===== src/rtl/spim_pkg.sv =====
package spim_pkg;

    // Register byte offsets inside the window
    localparam int OFS_CTRL = 'h00;
    localparam int OFS_DIV  = 'h04;
    localparam int OFS_SEL  = 'h08;
    localparam int OFS_DATA = 'h10;

    // Maximum word size of one transfer
    localparam int WORD_W = 32;

    typedef struct packed {
        logic       cpol;     // idle level of sclk
        logic       ie;       // interrupt enable
        logic [3:0] idle;     // quiet interval in sclk periods
        logic       lsb;      // lsb-first order
        logic [1:0] wcnt;     // stored word-count value
        logic [4:0] blen;     // bit length, 0 encodes 32
        logic       tx_fall;  // launch on falling edge
        logic       rx_fall;  // capture on falling edge
    } cfg_t;

    typedef enum logic [1:0] {
        ST_IDLE,
        ST_LEAD,
        ST_SHIFT,
        ST_GAP
    } seq_state_t;

    function automatic logic [5:0] nbits_of(input logic [4:0] blen);
        return (blen == 5'd0) ? 6'd32 : {1'b0, blen};
    endfunction

endpackage


===== src/rtl/spim_regs.sv =====
module spim_regs
    import spim_pkg::*;
#(
    parameter int ADDR_W = 5,
    parameter int DIV_W  = 16
) (
    input  logic                clk,
    input  logic                rst_n,
    input  logic                bus_wr,
    input  logic [ADDR_W-1:0]   bus_addr,
    input  logic [31:0]         bus_wdata,
    input  logic                busy,
    input  logic                xfer_end,
    input  logic [WORD_W-1:0]   rx_word,
    output cfg_t                cfg,
    output logic [DIV_W-1:0]    div,
    output logic                sel_on,
    output logic                sel_high,
    output logic [WORD_W-1:0]   tx_word,
    output logic                start,
    output logic                done,
    output logic [31:0]         bus_rdata
);

    logic hit_ctrl, hit_div, hit_sel, hit_data;

    assign hit_ctrl = bus_wr && (bus_addr == ADDR_W'(OFS_CTRL));
    assign hit_div  = bus_wr && (bus_addr == ADDR_W'(OFS_DIV));
    assign hit_sel  = bus_wr && (bus_addr == ADDR_W'(OFS_SEL));
    assign hit_data = bus_wr && (bus_addr == ADDR_W'(OFS_DATA));

    // A go request is only honoured from idle
    assign start = hit_ctrl && bus_wdata[0] && !busy;

    always_ff @(posedge clk or negedge rst_n) begin
        if (!rst_n) begin
            cfg      <= '0;
            div      <= '0;
            sel_on   <= 1'b0;
            sel_high <= 1'b0;
            tx_word  <= '0;
            done     <= 1'b0;
        end else begin
            if (hit_ctrl && !busy) begin
                cfg.cpol    <= bus_wdata[31];
                cfg.ie      <= bus_wdata[17];
                cfg.idle    <= bus_wdata[15:12];
                cfg.lsb     <= bus_wdata[10];
                cfg.wcnt    <= bus_wdata[9:8];
                cfg.blen    <= bus_wdata[7:3];
                cfg.tx_fall <= bus_wdata[2];
                cfg.rx_fall <= bus_wdata[1];
            end
            if (hit_div && !busy) begin
                div <= bus_wdata[DIV_W-1:0];
            end
            if (hit_data && !busy) begin
                tx_word <= bus_wdata[WORD_W-1:0];
            end
            if (hit_sel) begin
                sel_on   <= bus_wdata[0];
                sel_high <= bus_wdata[2];
            end
            if (xfer_end) begin
                done <= 1'b1;
            end else if (hit_ctrl && bus_wdata[16]) begin
                done <= 1'b0;
            end
        end
    end

    always_comb begin
        bus_rdata = '0;
        unique case (bus_addr)
            ADDR_W'(OFS_CTRL): bus_rdata = {cfg.cpol, 13'd0, cfg.ie, done, cfg.idle,
                                            1'b0, cfg.lsb, cfg.wcnt, cfg.blen,
                                            cfg.tx_fall, cfg.rx_fall, busy};
            ADDR_W'(OFS_DIV):  bus_rdata = 32'(div);
            ADDR_W'(OFS_SEL):  bus_rdata = {29'd0, sel_high, 1'b0, sel_on};
            ADDR_W'(OFS_DATA): bus_rdata = 32'(rx_word);
            default:           bus_rdata = '0;
        endcase
    end

endmodule


===== src/rtl/spim_seq.sv =====
module spim_seq
    import spim_pkg::*;
#(
    parameter int DIV_W = 16
) (
    input  logic             clk,
    input  logic             rst_n,
    input  logic             start,
    input  logic             cpol,
    input  logic             tx_fall,
    input  logic             rx_fall,
    input  logic [3:0]       idle,
    input  logic [4:0]       blen,
    input  logic [DIV_W-1:0] div,
    output logic             busy,
    output logic             sclk,
    output logic             tx_step,
    output logic             rx_step,
    output logic             xfer_end
);

    localparam int HALF_W = 7;   // up to 64 half periods
    localparam int GAP_W  = 5;   // up to 30 gap half periods

    seq_state_t          state, nxt;
    logic [DIV_W-1:0]    hc;
    logic [HALF_W-1:0]   half;
    logic [GAP_W-1:0]    gap;
    logic                sclk_q;
    logic                tick, at_last, mid_edge, next_lead, tx_lead, rx_lead;
    logic [HALF_W-1:0]   last_half;

    assign tick      = (hc == '0);
    assign last_half = {nbits_of(blen), 1'b0} - HALF_W'(1);
    assign at_last   = (half == last_half);
    // leading edge = sclk leaves its idle level
    assign tx_lead   = (tx_fall == cpol);
    assign rx_lead   = (rx_fall == cpol);
    assign mid_edge  = (state == ST_SHIFT) && tick && !at_last;
    assign next_lead = half[0];

    // state register
    always_ff @(posedge clk or negedge rst_n) begin
        if (!rst_n) state <= ST_IDLE;
        else        state <= nxt;
    end

    // transitions
    always_comb begin
        nxt = state;
        unique case (state)
            ST_IDLE:  if (start) nxt = ST_LEAD;
            ST_LEAD:  if (tick) nxt = ST_SHIFT;
            ST_SHIFT: if (tick && at_last) nxt = (idle == 4'd0) ? ST_IDLE : ST_GAP;
            ST_GAP:   if (tick && gap == '0) nxt = ST_IDLE;
        endcase
    end

    // per-edge strobes
    always_comb begin
        tx_step  = mid_edge && (next_lead == tx_lead);
        rx_step  = ((state == ST_LEAD) && tick && rx_lead) ||
                   (mid_edge && (next_lead == rx_lead));
        xfer_end = ((state == ST_SHIFT) && tick && at_last && (idle == 4'd0)) ||
                   ((state == ST_GAP) && tick && (gap == '0));
    end

    // outputs and timers
    always_ff @(posedge clk or negedge rst_n) begin
        if (!rst_n) begin
            hc     <= '0;
            half   <= '0;
            gap    <= '0;
            sclk_q <= 1'b0;
        end else begin
            unique case (state)
                ST_IDLE: begin
                    sclk_q <= cpol;
                    hc     <= div;
                    half   <= '0;
                    gap    <= '0;
                end
                ST_LEAD: begin
                    if (tick) begin
                        hc     <= div;
                        half   <= '0;
                        sclk_q <= ~cpol;
                    end else begin
                        hc     <= hc - 1'b1;
                        sclk_q <= cpol;
                    end
                end
                ST_SHIFT: begin
                    if (tick) begin
                        hc  <= div;
                        gap <= {idle, 1'b0} - GAP_W'(1);
                        if (!at_last) begin
                            half   <= half + 1'b1;
                            sclk_q <= ~sclk_q;
                        end
                    end else begin
                        hc <= hc - 1'b1;
                    end
                end
                ST_GAP: begin
                    if (tick) begin
                        hc  <= div;
                        gap <= gap - 1'b1;
                    end else begin
                        hc <= hc - 1'b1;
                    end
                end
            endcase
        end
    end

    assign busy = (state != ST_IDLE);
    assign sclk = sclk_q;

endmodule


===== src/rtl/spim_shift.sv =====
module spim_shift
    import spim_pkg::*;
(
    input  logic              clk,
    input  logic              rst_n,
    input  logic              load,
    input  logic [WORD_W-1:0] tx_word,
    input  logic              lsb,
    input  logic [4:0]        blen,
    input  logic              tx_step,
    input  logic              rx_step,
    input  logic              miso,
    output logic              mosi,
    output logic [WORD_W-1:0] rx_word
);

    logic [4:0] tx_idx, rx_idx, tx_pos, rx_pos, top_idx;
    logic [5:0] nb;

    assign nb      = nbits_of(blen);
    assign top_idx = 5'(nb - 6'd1);

    // time index -> bit position
    assign tx_pos = lsb ? tx_idx : 5'(nb - 6'd1 - {1'b0, tx_idx});
    assign rx_pos = lsb ? rx_idx : 5'(nb - 6'd1 - {1'b0, rx_idx});

    assign mosi = tx_word[tx_pos];

    always_ff @(posedge clk or negedge rst_n) begin
        if (!rst_n) begin
            tx_idx  <= '0;
            rx_idx  <= '0;
            rx_word <= '0;
        end else if (load) begin
            tx_idx  <= '0;
            rx_idx  <= '0;
            rx_word <= '0;
        end else begin
            if (tx_step && tx_idx != top_idx) begin
                tx_idx <= tx_idx + 1'b1;
            end
            if (rx_step) begin
                rx_word[rx_pos] <= miso;
                if (rx_idx != top_idx) rx_idx <= rx_idx + 1'b1;
            end
        end
    end

endmodule


===== src/rtl/spi_reg_master.sv =====
module spi_reg_master
    import spim_pkg::*;
#(
    parameter int ADDR_W = 5,
    parameter int DIV_W  = 16
) (
    input  logic              clk,
    input  logic              rst_n,
    input  logic              bus_wr,
    input  logic [ADDR_W-1:0] bus_addr,
    input  logic [31:0]       bus_wdata,
    output logic [31:0]       bus_rdata,
    output logic              irq,
    output logic              sclk,
    output logic              mosi,
    input  logic              miso,
    output logic              ss
);

    cfg_t               cfg;
    logic [DIV_W-1:0]   div;
    logic [WORD_W-1:0]  tx_word, rx_word;
    logic               sel_on, sel_high, start, done_flag, busy;
    logic               tx_step, rx_step, xfer_end;

    spim_regs #(.ADDR_W(ADDR_W), .DIV_W(DIV_W)) u_regs (
        .clk       (clk),
        .rst_n     (rst_n),
        .bus_wr    (bus_wr),
        .bus_addr  (bus_addr),
        .bus_wdata (bus_wdata),
        .busy      (busy),
        .xfer_end  (xfer_end),
        .rx_word   (rx_word),
        .cfg       (cfg),
        .div       (div),
        .sel_on    (sel_on),
        .sel_high  (sel_high),
        .tx_word   (tx_word),
        .start     (start),
        .done      (done_flag),
        .bus_rdata (bus_rdata)
    );

    spim_seq #(.DIV_W(DIV_W)) u_seq (
        .clk      (clk),
        .rst_n    (rst_n),
        .start    (start),
        .cpol     (cfg.cpol),
        .tx_fall  (cfg.tx_fall),
        .rx_fall  (cfg.rx_fall),
        .idle     (cfg.idle),
        .blen     (cfg.blen),
        .div      (div),
        .busy     (busy),
        .sclk     (sclk),
        .tx_step  (tx_step),
        .rx_step  (rx_step),
        .xfer_end (xfer_end)
    );

    spim_shift u_shift (
        .clk     (clk),
        .rst_n   (rst_n),
        .load    (start),
        .tx_word (tx_word),
        .lsb     (cfg.lsb),
        .blen    (cfg.blen),
        .tx_step (tx_step),
        .rx_step (rx_step),
        .miso    (miso),
        .mosi    (mosi),
        .rx_word (rx_word)
    );

    assign irq = done_flag & cfg.ie;
    assign ss  = sel_on ? sel_high : ~sel_high;

endmodule


===== config.mk =====
export PLATFORM = sky130hd
export DESIGN_NAME = spi_reg_master
export DESIGN_NICKNAME = d
export VERILOG_FILES = /design/src/rtl/spim_pkg.sv /design/src/rtl/spim_regs.sv /design/src/rtl/spim_seq.sv /design/src/rtl/spim_shift.sv /design/src/rtl/spi_reg_master.sv
export SDC_FILE = /design/constraint.sdc
export NUM_CORES = 1
export LEC_CHECK = 0
export BUFFER_PORTS_ARGS = -buffer_cell sky130_fd_sc_hd__buf_2
export CORE_MARGIN = 1.5
export CORE_UTILIZATION = 60
export CTS_CLUSTER_DIAMETER = 120
export DETAILED_ROUTE_END_ITERATION = 16
export GPL_ROUTABILITY_DRIVEN = 0
export PLACE_DENSITY_LB_ADDON = 0.2
export SLEW_MARGIN = 20
export SYNTH_ARGS = -nofsm -noshare
export SYNTH_HDL_FRONTEND = slang
export SYNTH_SLANG_ARGS = --single-unit
export TNS_END_PERCENT = 10

===== constraint.sdc =====
create_clock -name clk -period 4.15 [get_ports clk]
set_input_delay 0.83 -clock clk [delete_from_list [all_inputs] [get_ports clk]]
set_output_delay 0.83 -clock clk [all_outputs]
set_load 0.02 [all_outputs]

Word-level counts from Yosys, hierarchy flattened

Cells that the tools add are included.

Bits in registers: 140
Input port bits: 41
Output and inout port bits: 36
Word-level logic and storage cells: 143

$add $sub $neg: 10
Magnitude comparators: 3
Equality and inequality tests: 20
Muxes and demuxes: 38
Bitwise operators: 4
Reduce and logical (&&, ||, !) cells: 47

Operators by type and width:

| operator                                                                      | number |
|---|---|
| 32-bit case mux with 4 select lines                                           | 1 |
| 32-bit two-way mux                                                            | 2 |
| 5-bit two-way mux                                                             | 9 |
| 32-bit bitwise mux                                                            | 1 |
| 16-bit case mux with 2 select lines                                           | 1 |
| 1-bit logical AND                                                             | 24 |
| 7-bit two-way mux                                                             | 3 |
| 7-bit case mux with 3 select lines                                            | 1 |
| 16-bit logical NOT                                                            | 1 |
| 16-bit two-way mux                                                            | 1 |
| 16-bit by 1-bit subtractor with 16-bit output (second input constant)         | 1 |
| 5-bit logical NOT                                                             | 3 |
| 5-bit case mux with 3 select lines                                            | 1 |
| 5-bit by 1-bit subtractor with 5-bit output (second input constant)           | 3 |
| 5-bit by 6-bit less-than comparator with 1-bit output (second input constant) | 2 |
| 5-bit by 1-bit adder with 5-bit output (second input constant)                | 2 |
| 2-bit two-way mux                                                             | 5 |
| 2-bit by 1-bit != test with 1-bit output (second input constant)              | 5 |
| 5-bit != test                                                                 | 2 |
| 2-bit nonzero test                                                            | 5 |
| 5-bit subtractor                                                              | 2 |
| 1-bit two-way mux                                                             | 8 |
| 2-bit case mux with 4 select lines                                            | 1 |
| 4-bit AND reduction                                                           | 2 |
| 25 further kinds                                                              | 36 |

Depth between registers and ports, before layout

Gate-level depths: netlist (run 1).

Depth in word-level cells: 12
Mapped depth: 12
Depth with buffers taken out: 11

Hierarchy

A second synthesis (run 1) with hierarchy kept.

Cells, all modules: 780
Area total of the unflattened synthesis: 8,428.1 um^2

Modules (own cells, without submodules):

| module         | instances | cells each | area each (um^2) | sequential area each (um^2) |
|---|---|---|---|---|
| spim_regs      | 1         | 215        | 3,146.8          | 1,676.6 |
| spim_shift     | 1         | 317        | 3,059.2          | 1,051.0 |
| spim_seq       | 1         | 246        | 2,207.1          | 775.7 |
| spi_reg_master | 1         | 2          | 15.0             | 0.0 |

Least setup slack after synthesis (run 1)

OpenSTA, ideal clock, no wires.

Path type: reg-to-output
From: register, netlist name u_regs.cfg[2]
To: output port mosi
Arrival: 2,386 ps
Required time: 3,320 ps
Slack: 934 ps
Stages on the path, launching flop included: 11
Path buffers: 0
Cells stage by stage: dfrtp_1 > inv_1 > ha_1 > fa_1 > xnor2_1 > nand2_1 > o22ai_1 > nand3_1 > nand4_1 > mux2i_1 > mux2_2

Word-level cells in the longest chain between the ends: 7

RTL lines:

| what                                          | RTL line             | source |
|---|---|---|
| 5-bit logical NOT                             | spim_pkg.sv:31       | `return (blen == 5'd0) ? 6'd32 : {1'b0, blen};` |
| 6-bit two-way mux *                           | --                   |  |
| 5-bit by 1-bit subtractor with 5-bit output * | spim_shift.sv:24     | `assign tx_pos = lsb ? tx_idx : 5'(nb - 6'd1 - {1'b0, tx_idx});` |
| 5-bit subtractor *                            | spim_shift.sv:24     |  |
| 5-bit two-way mux *                           | spim_shift.sv:24     |  |
| 1-bit binary-select mux with 5-bit select *   | spim_shift.sv:27     | `assign mosi = tx_word[tx_pos];` |
| 1-bit two-way mux (implied by the code) *     | spim_shift.sv:27     |  |
| end, declared                                 | spi_reg_master.sv:15 | `output logic mosi,` |

Mark *: on every way between the ends. The rest lies on a longest branch, timed or not. The select of a mux whose other input is x is not followed.

Worst setup path after layout (run 1)

From: register, netlist name u_regs.cfg[2]
To: output port mosi

Word-level cells in the longest chain between the ends: 7

RTL lines:

| what                                          | RTL line |
|---|---|
| 5-bit logical NOT                             | spim_pkg.sv:31 |
| 6-bit two-way mux *                           | -- |
| 5-bit by 1-bit subtractor with 5-bit output * | spim_shift.sv:24 |
| 5-bit subtractor *                            | spim_shift.sv:24 |
| 5-bit two-way mux *                           | spim_shift.sv:24 |
| 1-bit binary-select mux with 5-bit select *   | spim_shift.sv:27 |
| 1-bit two-way mux (implied by the code) *     | spim_shift.sv:27 |

Marked as above.

==> results.md, run 1 <==
- Setup repair after global routing left no endpoint under its margin.
- The count of nets left with antenna violations after detail routing is 0.
- The number of top-level pins is a little under 80.
- For this block, the routed nets add up to 21200 um of wire.
- The number of nets in the synthesized netlist is 911.
- The number of instances in the synthesized netlist is around 850.
- Input and output buffers added on the ports amount to 76.
- Across all setup checks in the final design, the least slack found is approximately 0.19 ns.
- After detailed routing, the average wire length per cell comes to about 19 um.
- The library cells used most frequently in the layout, excluding fill and tap cells, are 139 x dfrtp_1, 113 x nand2_1, 75 x buf_2, 64 x mux2_2, 63 x nor2_1.
- By area the synthesized netlist is led by dfrtp_1 43%, mux2_2 8.9%, nand2_1 5.2%.
- For the finished layout, the period the worst path requires is 3.96 ns.
- The share of synthesized area in the top cell type comes to 0.433.
- The fraction of final layout cells sized beyond drive strength 1 is 0.226.
- The die is approximately 120 um tall.
- After detailed routing, the number of vias per cell comes to slightly above 6.
- The worst setup path is of the reg -> out kind.
- The min-delay analysis places its worst path in the category in -> async.
- Dividing the final minimum period by the clock period gives 0.954.
- In the global route stage, overall resource usage came out at 0.312.
- For this run, the number of Yosys warnings is 0.
- The initial antenna violation count is 0.
- The clock tree from TritonCTS is yes.
- The endpoint type of the worst setup path is a primary output.
- The power density over the cells is between 600 and 700 nW/um2.
- The actual slew at the worst max-slew pin is about 1.0 ns.
- The starting utilization of the core area is 0.613.
- The worst setup timing slack at the placement stage is 0.475 ns.
- The biggest area consumer among synthesized cells is dfrtp_1.
- The number of buffers inserted during clock tree synthesis is 17.
- The clock input transition at the sequential cells of the worst setup and hold paths is around 0.06 ns.
- The number of unique standard cell types used by synthesis is 62.
- For this run, the register share of the synthesized area comes to 0.433.
- Along the worst path, the maximum fanout reaches 6.
- Synthesis inferred 140 register bits.
- The floorplan step defined a die boundary enclosing 14200 um2.
- The number of nets in the layout is 980.
- The sum of net half-perimeters after detailed placement is 15400 um.
- Among all flip-flop cells after synthesis, the most frequent one is dfrtp_1.
- The worst supply voltage drop on vdd is between 0.7 and 0.8 mV.
- A synthesized cell averages 9.54 um2.
- Entering global routing, the biggest net connects 123 pins.
- The die is roughly 120 um wide.
- 0 antenna diodes ended up in the layout.
- The number of DRC markers after the initial detailed-route iteration is 681.
- The H-tree was split into 4 levels.
- Across all layers, the routed design uses 6806 vias.
- STA classifies the critical path startpoint as a register.
- The flow ran to the end, and the final reports show no timing, DRC or antenna violations.
- The number of core rows is 42.
- After routing, the total negative slack on setup checks comes to 0 ns.
- The finished layout holds 1105 standard cells, fillers aside.
- After floorplanning, the core was sized to cover 13200 um2.
- The clock passes through at most 2 buffers.
- The most common cell after layout, fill and taps aside is dfrtp_1.
- The first-pass GRT wire length is 34500 um.
- The count of maximum capacitance violations is 0.
- The static power due to leakage is between 4 and 5 nW.
- The async set-or-reset flop fraction in the synthesized netlist is 1.00.
- The TritonCTS sink count is 140.
- The number of search-and-repair iterations in the first detailed-routing pass is 5.
- The peak clock frequency supported by timing is 253 MHz.
- The count of endpoints failing hold in the final timing report is 0.
- The number of placed instances, taps included, is 1073.
- Measured against its own limit, the worst slew margin works out to 0.327.
- The sum of overflow across all layers after global routing is 0.
- The number of hold buffers added after CTS is 0.
- In this run the cell area of the synthesized design comes to between 8000 and 9000 um2.
- The number of enable-type register cells in the synthesized netlist is 0.
- The number of design rule violations left after detail routing is 0.
- The area growth from synthesis to layout is 15.2%.
- At the worst endpoint, the required time is 3.32 ns.
- CTS placed an instance of clkbuf_16 at the clock tree root.
- The post-route core utilization is 0.707.
- The total of endpoints with negative setup slack in the final report is 0.
- The number of global-route vias before repair is 6768.
- The later-pin clock latency in the skew report is between 0.4 and 0.5 ns.
- Summing internal, switching and leakage power gives 6.45 mW.
- The max-slew violation count came to 0.
- On the final layout, the worst clock skew is 0.00960 ns.
- The data arrival time at the worst-slack endpoint is 3.13 ns.
-- kinds of logic after synthesis --
kind of cell | Yosys count | share of synthesized area
adder cells (fa/ha/maj) | 22 | 0.0359
AND/OR/NAND/NOR | 333 | 0.201
buffers and inverters | 74 | 0.0348
AO/OA/AOI/OAI | 125 | 0.101
multiplexers | 104 | 0.139
flip-flops | 140 | 0.433
XOR/XNOR | 50 | 0.0558
-- cells in the mapped netlist (all sizes together) (18+ instances only) --
master  count
xor2       21
dfrtp     140
xnor2      28
nor3       18
a21oi      36
mux2       64
o21ai      47
nor2       63
nand3      46
ha         20
nand2     114
mux2i      40
clkbuf     35
inv        33
-- power by group --
part,total (mW),switching [mW],internal (mW)
clock,1.59,0.585,1.01
combinational,2.85,1.73,1.12
sequential,2.01,0.327,1.68
total,6.45,2.64,3.80
-- through the flow --
stage	cell area, um2	hold slack, ns
finish	9320	0.477
global route	9320	0.530
CTS	9280	0.511
detailed placement	8650	0.497
global placement	8650	0.494
floorplan	8090	0.461
-- sequential cells by signal, indices dropped and copies added (netlist names), 2 cells and up --
register	count
u_regs.div	16
u_shift.rx_idx	5
u_seq.state	2
u_seq.hc	16
u_regs.cfg	16
u_seq.gap	5
u_seq.half	7
u_regs.tx_word	32
u_shift.rx_word	32
u_shift.tx_idx	5
-- layout make-up --
cell class | count | area [um2]
clock buffers | 22 | 484
repair buffers | 91 | 502
fillers | 1003 | 3870
flip-flops and latches | 140 | 3500
inverters | 33 | 124
multi-input cells | 634 | 4350
clock inverters | 9 | 135
well taps | 176 | 220
-- repair_timing --
item / CTS / global route
pin swaps: 1 / 2
cloned: 0 / 0
setup buffers: 1 / 0
resized for setup: 0 / 11
setup endpoints to repair: 1 / 1
-- worst paths after layout --
check,startpoint,end,slack [ns],depth (start not counted)
worst max-delay path,u_regs.cfg[2],mosi,0.19,13
worst min-delay path,rst_n,u_shift.rx_word[26],0.48,1
worst max register to register,u_regs.cfg[4],u_shift.rx_word[21],0.94,10
worst min register to register,u_regs.tx_word[21],u_regs.tx_word[21],0.51,1
max in group asynchronous,rst_n,u_regs.done,2.83,2
min in group clk,u_regs.tx_word[21],u_regs.tx_word[21],0.51,1
-- worst max-delay path, cell delays in order (launching register included) --
cell	delay, ns
dfrtp_2	0.46
inv_2	0.10
ha_4	0.16
xor2_2	0.18
ha_2	0.34
nor2b_1	0.15
o21ai_1	0.17
nor3b_2	0.22
nor3_2	0.07
xnor2_1	0.19
buf_4	0.16
mux2i_1	0.07
mux2_2	0.27
buf_2	0.16
-- per-layer routing --
layer	share of wire	global-route usage	vias up
met5	0	0	-
met4	0.032	0.135	0
met3	0.073	0.0565	56
met2	0.47	0.491	314
met1	0.43	0.426	3334
li1	-	-	3102
Power figures use the tool's default switching activity.
==> run 2: changes to the inputs <==
SYNTH_HIERARCHICAL = 1   (was not set)
==> results.md, run 2 <==
- The fraction of final layout cells sized beyond drive strength 1 came to 0.257 (+0.0311).
- The count of nets left with antenna violations after detail routing is 0 (unchanged).
- The count of buffering cells on the critical path with inverters included is 3 (unchanged).
- The number of DRC markers after the initial detailed-route iteration is 661 (-2.9%).
- The net count of the mapped netlist was 846 (-7.1%).
- The largest registers in the layout are u_regs/tx_word: 32 flops, u_shift/rx_word: 32 flops.
- The flip-flop and latch count after synthesis is 140 (unchanged).
- The dominant combinational cell family by area after synthesis is multiplexers.
- The fraction of synthesized cell area taken by the top area cell type is 0.416 (-0.0174).
- Among the stages of the critical path, the cell type that occurs most often is mux2i_1.
- The worst relative slew slack is 0.336 (+0.00874).
- The initial antenna violation count is 0 (unchanged).
- The post-layout total power is 7.16 mW (+11%).
- The signal on the critical path passes through inv_2, ha_4, nor3b_4, a21oi_2, ha_4, fa_2, mux2i_2, buf_6, mux2i_1, mux2i_1, mux2i_1, mux2_2, buf_2.
- The number of nets in the layout is 925 (-5.6%).
- The count of maximum capacitance violations is 0 (unchanged).
- The type of the tightest min-delay check is in -> async.
- The area fraction in compound gates after synthesis was 0.103 (+0.00187).
- The number of design rule violations left after detail routing was 0 (unchanged).
- STA classifies the critical path startpoint as a register.
- The mean instance size in the synthesized netlist is 10.8 um2 (+13%).
- The peak clock frequency supported by timing is 251 MHz (-0.49%).
- The critical path starts at u_regs/cfg[3].
- The aggregate negative setup slack is 0 ns (unchanged).
- The endpoint type of the worst setup path is a primary output.
- The number of enable-type register cells in the synthesized netlist was 0 (unchanged).
- The total of buffers placed on input and output ports was 76 (unchanged).
- The filler cell count was 1023 (+2.0%).
- The number of top-level pins came to 77 (unchanged).
- The share of the clock period used by the worst path is 0.959 (+0.00475).
- The sum of routed wire length over all layers was 20400 um (-3.9%).
- The tree is rooted in a clkbuf_16.
- The first-pass GRT wire length is 31900 um (-7.6%).
- The total number of vias is 6333 (-6.9%).
- The part of the total power dissipated in the clock network is 0.213 (-0.034).
- The sum of overflow across all layers after global routing is 0 (unchanged).
- The number of cells in the finished layout apart from fillers came to 1051 (-4.9%).
- The starting utilization of the core area is 0.612 (-0.00134).
- The placed cell count came to 1015 (-5.4%).
- The wire length per cell is 19.4 um (+1.1%).
- The reported net switching power was 2.88 mW (+8.9%).
- The largest individual stage delay along the critical path comes from the cell fa_2.
- The number of hold buffers added after CTS is 0 (unchanged).
- The post-synthesis cell area was 8430 um2 (+4.2%).
- The number of search-and-repair iterations in the first detailed-routing pass is 5 (unchanged).
- The count of endpoints failing hold in the final timing report was 0 (unchanged).
- Sorting the synthesized cells by area gives the leading types as dfrtp_1 42%, mux2i_1 9.4%, mux2_2 7.2%.
- The actual slew at the worst max-slew pin is 0.996 ns (-0.0131 ns).
- Setup repair after global routing left no endpoint under its margin.
- The largest fanout of any net on the critical path came to 8 (+2).
- The via density per instance was 6.03 (-2.2%).
- Leaving out fill and tap cells, the most frequent cell in the layout is dfrtp_1.
- The post-synthesis share of cell area spent on xor and xnor gates is 0.0436 (-0.0122).
- The die width is 122 um (+2.0%).
- The largest net degree at the start of global routing is 101 (-18%).
- The max-slew violation count came to 0 (unchanged).
- The setup path with the least slack is of type reg -> out.
- The largest delay contributor family on the critical path is adder cells.
- The clock input transition at the sequential cells of the worst setup and hold paths is 0.06 ns (about the same).
- The later-pin clock latency in the skew report is 0.43 ns (about the same).
- The number of global-route vias before repair is 6119 (-9.6%).
- The combined global-route utilization of all metal layers is 0.285 (-0.0269).
- The total of endpoints with negative setup slack in the final report was 0 (unchanged).
- The number of core rows came to 43 (+2.4%).
- The area share of fa/ha/maj cells after synthesis was 0.0389 (+0.00301).
- Relative to the synthesized area, the layout overhead comes to 13.9%.
- The worst register-to-register path begins at u_regs/cfg[3].
- The TritonCTS sink count came to 140 (unchanged).
- TritonCTS built the clock tree.
- The number of unique standard cell types used by synthesis is 75 (+21%).
- The switching power share of the total is 0.402 (-0.00792).
- The buffer depth of the longest clock path is 2 (unchanged).
- The mux cell area share after synthesis was 0.197 (+0.0589).
- The die area was 14800 um2 (+4.1%).
- In the post-synthesis netlist, the cell with the most instances is dfrtp_1.
- The power density over the cells is 746 nW/um2 (+7.8%).
- The async set-or-reset flop fraction in the synthesized netlist was 1.00 (unchanged).
- The internal power consumption is 4.28 mW (+12%).
- The core area is 13800 um2 (+4.4%).
- The number of instances in the synthesized netlist came to 780 (-8.0%).
- The worst supply voltage drop on vdd is 0.480 mV (-33%).
- The leading register cell type out of synthesis is dfrtp_1.
- The stage delay of the slowest cell on the critical path came to 0.44 ns (-0.02 ns).
- The worst slack on hold paths came to 0.492 ns (+0.0152 ns).
- The number of H-tree branching levels is 4 (unchanged).
- The final critical delay including setup and external delays came to 3.98 ns (+0.0197 ns).
- The sequential cell fraction of total power is 0.306 (-0.005).
- The run finished with clean final reports.
- The clock skew after layout is 0.00895 ns (-0.000647 ns).
- The data arrival time at the worst-slack endpoint is 3.15 ns (+0.02 ns).
- The area taken by multi-input logic gates was 4610 um2 (+6.0%).
- By count the netlist is led by 140 x dfrtp_1, 79 x mux2i_1, 54 x mux2_2.
- In the layout the commonest cells are 140 x dfrtp_1, 78 x mux2i_1, 75 x buf_2, 54 x mux2_2, 53 x nand2_1.
- The number of buffers inserted during clock tree synthesis is 17 (unchanged).
- The total inserted antenna cells is 0 (unchanged).
- The combinational fraction of design power came to 0.482 (+0.040).
- The biggest area contributor in the post-synthesis netlist is dfrtp_1.
- The proportion of synthesized chip area in sequential cells is 0.416 (-0.0174).
- The worst path required time is 3.32 ns (about the same).
- The sequential cell area is 3500 um2 (about the same).
- The sum of net half-perimeters after detailed placement was 14400 um (-6.2%).
- The die height is 122 um (+2.0%).
- The count of synthesis-stage warnings from yosys is 6 (+6).
- The simple-gate area share of the yosys netlist was 0.159 (-0.0418).
- The static power due to leakage is 4.79 nW (+9.6%).
[run 2: logic make-up after synthesis]
kind of cell	after synthesis
DFF	140
adders and majority gates	25
and+or+nand+nor	229
muxes	151
xor gates and xnor gates	42
AOI/OAI and AO/OA	125
buffers and inverters	68
[run 2: worst register-to-register path: stages, from the launching register on]
cell and delay, ns:
dfrtp_1 0.40, inv_2 0.08, ha_4 0.14, nor3b_4 0.21, a21oi_2 0.12, buf_4 0.15, ha_1 0.20, fa_1 0.42
and2b_1 0.25, o21ai_0 0.13, nor3b_1 0.19, or3_1 0.46, mux2i_1 0.48, nand2b_1 0.19, mux2i_1 0.20
[run 2: worst paths after layout]
kind / end / slack, ns / cells after the start
hold reg to reg: u_regs/tx_word[22] / 0.50 / 1
min in group clk: u_regs/tx_word[22] / 0.50 / 1
setup / recovery: mosi / 0.17 / 13
hold / removal: u_seq/hc[6] / 0.49 / 1
setup reg to reg: u_shift/rx_word[25] / 0.42 / 14
max in group asynchronous: u_regs/tx_word[26] / 2.76 / 2
[run 2: power groups by stage]
stage,combinational (mW),sequential (mW),clock (mW)
after floorplan,2.63,2.06,0
after global placement,3.17,2.17,0
after detailed placement,3.27,2.20,0
after CTS,3.36,2.18,1.54
after global routing,3.77,2.24,1.60
final,3.45,2.19,1.52
[run 2: cell type report]
class,instances,share of cell area
well taps,180,0.0235
flip-flops and latches,140,0.365
repair buffers,95,0.0559
clock buffers,21,0.0501
clock inverters,10,0.0120
multi-input cells,572,0.481
inverters,33,0.0129
[run 2: through the flow]
step	util	setup WS, ns	area, um2
floorplan	-	0.285	8430
finish	0.697	0.170	9600
CTS	0.693	0.00922	9540
global route	0.697	0.0159	9600
global placement	0.647	0.327	8910
detailed placement	0.647	0.223	8910
[run 2: layer usage]
layer / GRT usage / part of all wire / up-vias
li1: - / - / 2941
met1: 0.392 / 0.45 / 3140
met2: 0.458 / 0.48 / 226
met3: 0.0616 / 0.062 / 26
met4: 0.0838 / 0.015 / 0
met5: 0 / 0 / -
[run 2: what timing repair did]
| action | in CTS | in global routing |
|---|---|---|
| setup buffers | 2 | 2 |
| gates resized for setup | 3 | 11 |
| gates cloned | 0 | 1 |
| endpoints found under the setup margin | 1 | 1 |
| pin swaps | 0 | 1 |
